[src/rtl/hecc_pkg.sv]
// Shared constants for the chunked Hamming parity generator.
// Assumes byte-wide data; the bit-position index width follows from it.
package hecc_pkg;
    localparam int BYTE_W    = 8;
    localparam int BIT_IDX_W = $clog2(BYTE_W);
    localparam int COL_W     = 2 * BIT_IDX_W;
endpackage

[src/rtl/hecc_col_par.sv]
// Column-parity contribution of one byte, plus the byte's own parity.
// Purely combinational. Pair k: even slot = bits whose position has bit k
// clear, odd slot = bits whose position has bit k set.
module hecc_col_par
    import hecc_pkg::*;
(
    input  logic [BYTE_W-1:0] data_i,
    output logic [COL_W-1:0]  col_o,
    output logic              byte_par_o
);
    for (genvar k = 0; k < BIT_IDX_W; k++) begin : g_pair
        logic [BYTE_W-1:0] hi_mask;
        // Mask of bit positions whose index has bit k set
        always_comb begin
            for (int b = 0; b < BYTE_W; b++) begin
                hi_mask[b] = ((b >> k) & 1) == 1;
            end
        end
        assign col_o[2*k]   = ^(data_i & ~hi_mask);
        assign col_o[2*k+1] = ^(data_i &  hi_mask);
    end

    assign byte_par_o = ^data_i;
endmodule

[src/rtl/hecc_line_par.sv]
// Line-parity contribution of one byte at a given index in the block.
// Combinational. Pair k: even slot toggles when index bit k is clear,
// odd slot when it is set; both only if the byte's parity is odd.
module hecc_line_par #(
    parameter int IDX_W = 8
) (
    input  logic [IDX_W-1:0]   idx_i,
    input  logic               byte_par_i,
    output logic [2*IDX_W-1:0] line_o
);
    for (genvar k = 0; k < IDX_W; k++) begin : g_pair
        assign line_o[2*k]   = byte_par_i & ~idx_i[k];
        assign line_o[2*k+1] = byte_par_i &  idx_i[k];
    end
endmodule

[src/rtl/hecc_accum.sv]
// Parity accumulator and byte counter for one block.
// Assumes contributions arrive pre-split by column/line logic and that the
// caller supplies the line contribution for the effective index idx_o.
// Latches the finished word and pulses done after the last byte.
module hecc_accum #(
    parameter int IDX_W = 8,
    parameter int PAR_W = 22
) (
    input  logic             clk,
    input  logic             rst_n,
    input  logic             clr_i,
    input  logic             vld_i,
    input  logic [PAR_W-1:0] contrib_i,
    output logic [IDX_W-1:0] idx_o,
    output logic             last_o,
    output logic [PAR_W-1:0] word_next_o,
    output logic [PAR_W-1:0] word_o,
    output logic             done_o
);
    logic [IDX_W-1:0] cnt_q;
    logic [PAR_W-1:0] acc_q;
    logic [PAR_W-1:0] base;

    // Effective index and base: a clear restarts from zero this cycle
    always_comb begin
        idx_o       = clr_i ? '0 : cnt_q;
        base        = clr_i ? '0 : acc_q;
        word_next_o = vld_i ? (base ^ contrib_i) : base;
        last_o      = vld_i && (idx_o == {IDX_W{1'b1}});
    end

    // Count and accumulation state
    always_ff @(posedge clk) begin
        if (!rst_n) begin
            cnt_q <= '0;
            acc_q <= '0;
        end else if (last_o) begin
            cnt_q <= '0;
            acc_q <= '0;
        end else if (vld_i) begin
            cnt_q <= IDX_W'(idx_o + 1'b1);
            acc_q <= word_next_o;
        end else if (clr_i) begin
            cnt_q <= '0;
            acc_q <= '0;
        end
    end

    // Latched result and completion pulse
    always_ff @(posedge clk) begin
        if (!rst_n) begin
            word_o <= '0;
            done_o <= 1'b0;
        end else begin
            done_o <= last_o;
            if (last_o) begin
                word_o <= word_next_o;
            end
        end
    end


    done_single_chk: assert property (@(posedge clk) disable iff (!rst_n)
        done_o |=> !done_o);


    idle_hold_chk: assert property (@(posedge clk) disable iff (!rst_n)
        (!vld_i && !clr_i) |=> ($stable(cnt_q) && $stable(acc_q)));


    word_hold_chk: assert property (@(posedge clk) disable iff (!rst_n)
        !done_o |-> $stable(word_o));
endmodule

[src/rtl/hecc_emit.sv]
// Serialises a stored code as bytes, most significant byte first.
// Assumes a new load never arrives while a previous code is still going out.
module hecc_emit #(
    parameter int NBYTES = 3
) (
    input  logic                  clk,
    input  logic                  rst_n,
    input  logic                  load_i,
    input  logic [8*NBYTES-1:0]   code_i,
    output logic [7:0]            byte_o,
    output logic                  vld_o
);
    localparam int CNT_W = $clog2(NBYTES + 1);

    logic [8*NBYTES-1:0] sh_q;
    logic [CNT_W-1:0]    left_q;

    // Shift register and remaining-beat counter
    always_ff @(posedge clk) begin
        if (!rst_n) begin
            sh_q   <= '0;
            left_q <= '0;
        end else if (load_i) begin
            sh_q   <= code_i;
            left_q <= CNT_W'(NBYTES);
        end else if (left_q != '0) begin
            sh_q   <= sh_q << 8;
            left_q <= left_q - 1'b1;
        end
    end

    assign byte_o = sh_q[8*NBYTES-1 -: 8];
    assign vld_o  = (left_q != '0);


    load_idle_chk: assert property (@(posedge clk) disable iff (!rst_n)
        load_i |-> (left_q == '0));
endmodule

[src/rtl/hecc_gen.sv]
// Top of the chunked Hamming parity generator: 2^CHUNK_LOG2 bytes per code.
// Builds the per-byte contributions, accumulates them, and presents the
// latched word, its inverted/shifted stored form and a byte-serial copy.
module hecc_gen
    import hecc_pkg::*;
#(
    parameter int CHUNK_LOG2 = 8,
    localparam int PAR_W  = 2 * CHUNK_LOG2 + COL_W,
    localparam int CODE_W = PAR_W + 2,
    localparam int NBYTES = (CODE_W + 7) / 8,
    localparam int CODE_P = 8 * NBYTES
) (
    input  logic              clk,
    input  logic              rst_n,
    input  logic              clr_i,
    input  logic              vld_i,
    input  logic [BYTE_W-1:0] data_i,
    output logic [PAR_W-1:0]  parity_o,
    output logic              done_o,
    output logic [CODE_P-1:0] code_o,
    output logic [7:0]        code_byte_o,
    output logic              code_byte_vld_o
);
    logic [COL_W-1:0]        col_c;
    logic                    byte_par;
    logic [CHUNK_LOG2-1:0]   idx;
    logic [2*CHUNK_LOG2-1:0] line_c;
    logic                    last;
    logic [PAR_W-1:0]        word_next;
    logic [CODE_P-1:0]       code_next;

    function automatic logic [CODE_P-1:0] to_stored(input logic [PAR_W-1:0] w);
        logic [CODE_P-1:0] r;
        r = '0;
        r[CODE_W-1:0] = ~{w, 2'b00};
        return r;
    endfunction

    hecc_col_par u_col (
        .data_i     (data_i),
        .col_o      (col_c),
        .byte_par_o (byte_par)
    );

    hecc_line_par #(.IDX_W(CHUNK_LOG2)) u_line (
        .idx_i      (idx),
        .byte_par_i (byte_par),
        .line_o     (line_c)
    );

    hecc_accum #(.IDX_W(CHUNK_LOG2), .PAR_W(PAR_W)) u_acc (
        .clk         (clk),
        .rst_n       (rst_n),
        .clr_i       (clr_i),
        .vld_i       (vld_i),
        .contrib_i   ({line_c, col_c}),
        .idx_o       (idx),
        .last_o      (last),
        .word_next_o (word_next),
        .word_o      (parity_o),
        .done_o      (done_o)
    );

    // Stored form of the word about to be latched, and of the latched word
    always_comb begin
        code_next = to_stored(word_next);
        code_o    = to_stored(parity_o);
    end

    hecc_emit #(.NBYTES(NBYTES)) u_emit (
        .clk    (clk),
        .rst_n  (rst_n),
        .load_i (last),
        .code_i (code_next),
        .byte_o (code_byte_o),
        .vld_o  (code_byte_vld_o)
    );


    first_beat_chk: assert property (@(posedge clk) disable iff (!rst_n)
        done_o |-> (code_byte_vld_o && code_byte_o == code_o[CODE_P-1 -: 8]));
endmodule

[config.mk]
export PLATFORM = sky130hd
export DESIGN_NAME = hecc_gen
export DESIGN_NICKNAME = d
export VERILOG_FILES = /design/src/rtl/hecc_pkg.sv /design/src/rtl/hecc_col_par.sv /design/src/rtl/hecc_line_par.sv /design/src/rtl/hecc_accum.sv /design/src/rtl/hecc_emit.sv /design/src/rtl/hecc_gen.sv
export SDC_FILE = /design/constraint.sdc
export NUM_CORES = 1
export LEC_CHECK = 0
export BUFFER_PORTS_ARGS = -buffer_cell sky130_fd_sc_hd__buf_2
export CAP_MARGIN = 20
export CELL_PAD_IN_SITES_DETAIL_PLACEMENT = 2
export CELL_PAD_IN_SITES_GLOBAL_PLACEMENT = 2
export CORE_MARGIN = 8
export CORE_UTILIZATION = 29
export DETAILED_ROUTE_END_ITERATION = 12
export PLACE_DENSITY = 0.75
export SETUP_SLACK_MARGIN = 0.2
export SYNTH_ARGS = -nofsm -noshare
export SYNTH_HDL_FRONTEND = slang
export SYNTH_SLANG_ARGS = --single-unit
export TNS_END_PERCENT = 5
[constraint.sdc]
create_clock -name clk -period 1.85 [get_ports clk]
set_input_delay 0.0925 -clock clk [delete_from_list [all_inputs] [get_ports clk]]
set_output_delay 0.0925 -clock clk [all_outputs]
set_load 0.005 [all_outputs]
==> run_results.csv <==
group,metric,value,unit
outcome,status,"completed",
critical_path,crit_cells,8,
timing,slew_viol_final,0,
layout,nFillCells,1378,
logic_synthesis,syn_avg_cell_area,8.31,um^2
power_and_ir_drop,power_frac_seq,0.364,
timing,tightest_slew,0.597,ns
critical_path,cp_num_buf_inv,4,
critical_path,crit_arrival,1.92,ns
logic_synthesis,yosysTopAreaCellShare,0.428,
power_and_ir_drop,p_clk_frac,0.427,
timing,fmax,588,MHz
layout,final_core_util,0.400,
logic_synthesis,ys_seq_area_frac,0.428,
placed_design,dp.cells,664,
layout,final_cells,694,
min_path,hold_depth,3,
logic_synthesis,synth-edff-count,0,
clock_network,cts_made_buffers,9,
layout,n_antenna_cell,0,
clock_network,h-tree-depth,3,
die,die_y,128,um
clock_network,tritoncts,"built",
clock_network,clk_latency,0.35,ns
global_route,grt_max_degree,30,
logic_synthesis,synth_cell_types,42,
routing,wl_per_cell,21.1,um
critical_path,crit_slowest_cell,"dfxtp_4",
timing,whs,0.136,ns
critical_path,cp_max_fo,7,
routing,drtIter0Drc,175,
power_and_ir_drop,p_sw_frac,0.298,
layout,drive_gt1_frac,0.318,
die,initial_core_util,0.293,
routing,vias,3561,
logic_synthesis,yosysTopAreaCell,"dfxtp_1",
job,max_cap_viol_count,0,
clock_network,cts-root-buf,"clkbuf_16",
routing,drc,0,
logic_synthesis,syn_area,0.00365,mm^2
timing,fin_crit_sh,0.919,
power_and_ir_drop,p_leak,2.03,nW
timing,maxSlewHeadroom,0.602,
clock_network,clockBufferDepth,2,
logic_synthesis,synth-main-ff-cell,"dfxtp_1",
timing,fin_crit,1.70,ns
critical_path,crit_path_end_kind,"flop",
critical_path,max_stage_delay,0.36,ns
routing,drtPass1Iterations,4,
critical_path,required,2.07,ns
critical_path,crit_family,"simple AND/OR/NAND/NOR gates",
clock_network,path_clk_slew,0.07,ns
die,core,0.0125,mm^2
power_and_ir_drop,switchingPower,1.47,mW
global_route,grt_pass1_wl,21800,um
placed_design,hpwl,9160,um
power_and_ir_drop,peakVddDrop,0.000358,V
critical_path,cp_cell_sequence,"inv_1, buf_4, nor4_4, buf_6, buf_12, nand2_1, nor3_1, nor3_1",
critical_path,reg2reg_slack,0.15,ns
die,io_pins,68,
logic_synthesis,synthArstFlopShare,0,
critical_path,crit_type,"reg2reg",
logic_synthesis,synth_cells,439,
critical_path,reg2reg_depth,8,
die,row_count,41,
timing,fin_skew,0.0124,ns
clock_network,clock_sinks,78,
layout,syn2layout_area_growth,36.6,%
power_and_ir_drop,powerDensity,990,mW/mm^2
placed_design,globalplace.congestion,0.761,
die,die_area,0.0164,mm^2
global_route,antenna_found_initial,0,
logic_synthesis,synth_warnings,0,
clock_network,cts.hold.buffers_added,0,
min_path,hold_path.class,"in2reg",
critical_path,crit_path_frequent_cell,"nor3_1",
timing,rsz0062_at_grt,"yes",
routing,detail-route-antenna-nets,0,
global_route,grt_pass1_vias,3841,
logic_synthesis,ys_top_cells_by_area,"dfxtp_1, a21oi_1, o21ai_0",
power_and_ir_drop,p_comb_frac,0.209,
routing,vias_per_cell,5.13,
timing,hold_viol_final,0,
placed_design,port_buffers,65,
power_and_ir_drop,power.internal,3.46,mW
logic_synthesis,ys_ff_latch,78,
die,die_w,128,um
global_route,grt.total_usage,0.174,
global_route,grt_overflow_total,0,
timing,setup_violations,0,
layout,fin_nets,530,
routing,routed_wl,14600,um
critical_path,startpoint_type,"flop",
[state kept, by name, indices dropped and copies added, names as in the netlist]
signal / flops
u_acc.word_o: 22
u_acc.acc_q: 22
u_emit.left_q: 2
u_acc.done_o: 1
u_emit.sh_q: 23
u_acc.cnt_q: 8
[synthesized netlist by cell type (3+ instances only)]
master    instances
nand3_1          20
xnor2_1          14
or3_1             6
nor4_1            4
nor3_1           16
mux2_2            8
a311oi_1          3
a21oi_1          48
o31ai_1           5
o32ai_1           3
mux2i_1          12
buf_1             3
o211ai_1          3
buf_2             9
o21a_1            5
nor2_1           27
xor2_1           10
a31oi_1           4
a21o_1            6
nor2b_1           5
o21ai_0          29
inv_1            32
a211oi_1          4
nand4_1           3
buf_4            10
clkbuf_1         20
dfxtp_1          78
o211a_1           7
nand2_1          29
[worst paths after layout]
| kind | start | to |
|---|---|---|
| setup / recovery | u_acc.cnt_q[7] | u_acc.word_o[11] |
| hold / removal | rst_n | u_acc.word_o[17] |
| setup reg to reg | u_acc.cnt_q[7] | u_acc.word_o[11] |
| hold reg to reg | u_acc.word_o[16] | u_acc.word_o[16] |
[cell families (layout without fill, tap and decap cells)]
kind of cell / Yosys count / count (layout) / synth area share
muxes: 20 / 20 / 0.0576
AOI/OAI and AO/OA: 122 / 122 / 0.204
DFF: 78 / 78 / 0.428
other: 1 / 2 / 0.00103
and+or+nand+nor: 117 / 117 / 0.154
adders and majority gates: 1 / 1 / 0.00343
buffers and inverters: 76 / 158 / 0.0940
xor gates and xnor gates: 24 / 24 / 0.0576
[what timing repair did]
item | CTS | global route
pin swaps | 7 | 6
hold endpoints to repair | 0 | 0
setup endpoints to repair | 50 | 61
buffers inserted | 7 | 2
resized for setup | 30 | 18
cloned | 3 | 2
[layer usage]
layer	vias up	routed length, um	global-route usage	part of all wire
met1	1805	6030	0.200	0.41
met5	-	0	0	0
met3	15	581	0.0304	0.040
met4	0	237	0.0727	0.016
met2	78	7790	0.309	0.53
li1	1663	-	-	-
[placed cells by master, fill, tap and decap left out, types with 13 or more instances in the layout]
| cell type | instances |
|---|---|
| a21oi_1 | 48 |
| buf_2 | 65 |
| buf_4 | 31 |
| dfxtp_1 | 70 |
| inv_1 | 32 |
| nand2_1 | 27 |
| nand3_1 | 16 |
| nor2_1 | 25 |
| nor3_1 | 13 |
| o21ai_0 | 24 |
[power by group through the flow]
stage                     sequential [mW]  clock (mW)  combinational (mW)
after floorplan                      1.81           0               0.659
after global placement               1.82           0               0.942
after detailed placement             1.83           0               0.989
after CTS                            1.79        2.13                1.01
after global routing                 1.80        2.19                1.12
final                                1.79        2.10                1.03
[per-stage QoR]
| stage | worst slack (ns) | setup TNS, ns | cell area, um^2 | total power, mW |
|---|---|---|---|---|
| floorplan | 0.123 | 0 | 3700 | 2.47 |
| global placement | -0.0255 | -0.0255 | 4260 | 2.76 |
| detailed placement | -0.0875 | -0.353 | 4260 | 2.82 |
| CTS | 0.168 | 0 | 4850 | 4.93 |
| global route | 0.0910 | 0 | 4980 | 5.10 |
| finish | 0.150 | 0 | 4980 | 4.93 |
[worst register-to-register path: cells and delay by family, from the launching register on]
kind	cells	cell delay, ns
buffers and inverters	4	0.51
DFF	1	0.36
and+or+nand+nor	4	0.71
[area by class of cell]
class	count	area, um^2	area share
clock inverter	7	120	0.0241
inverter	32	120	0.0241
clock buffer	9	225	0.0452
sequential	78	1570	0.316
multi-input combinational	286	1890	0.380
tap	172	215	0.0432
timing repair buffer	110	835	0.168
Power figures use the tool's default switching activity.
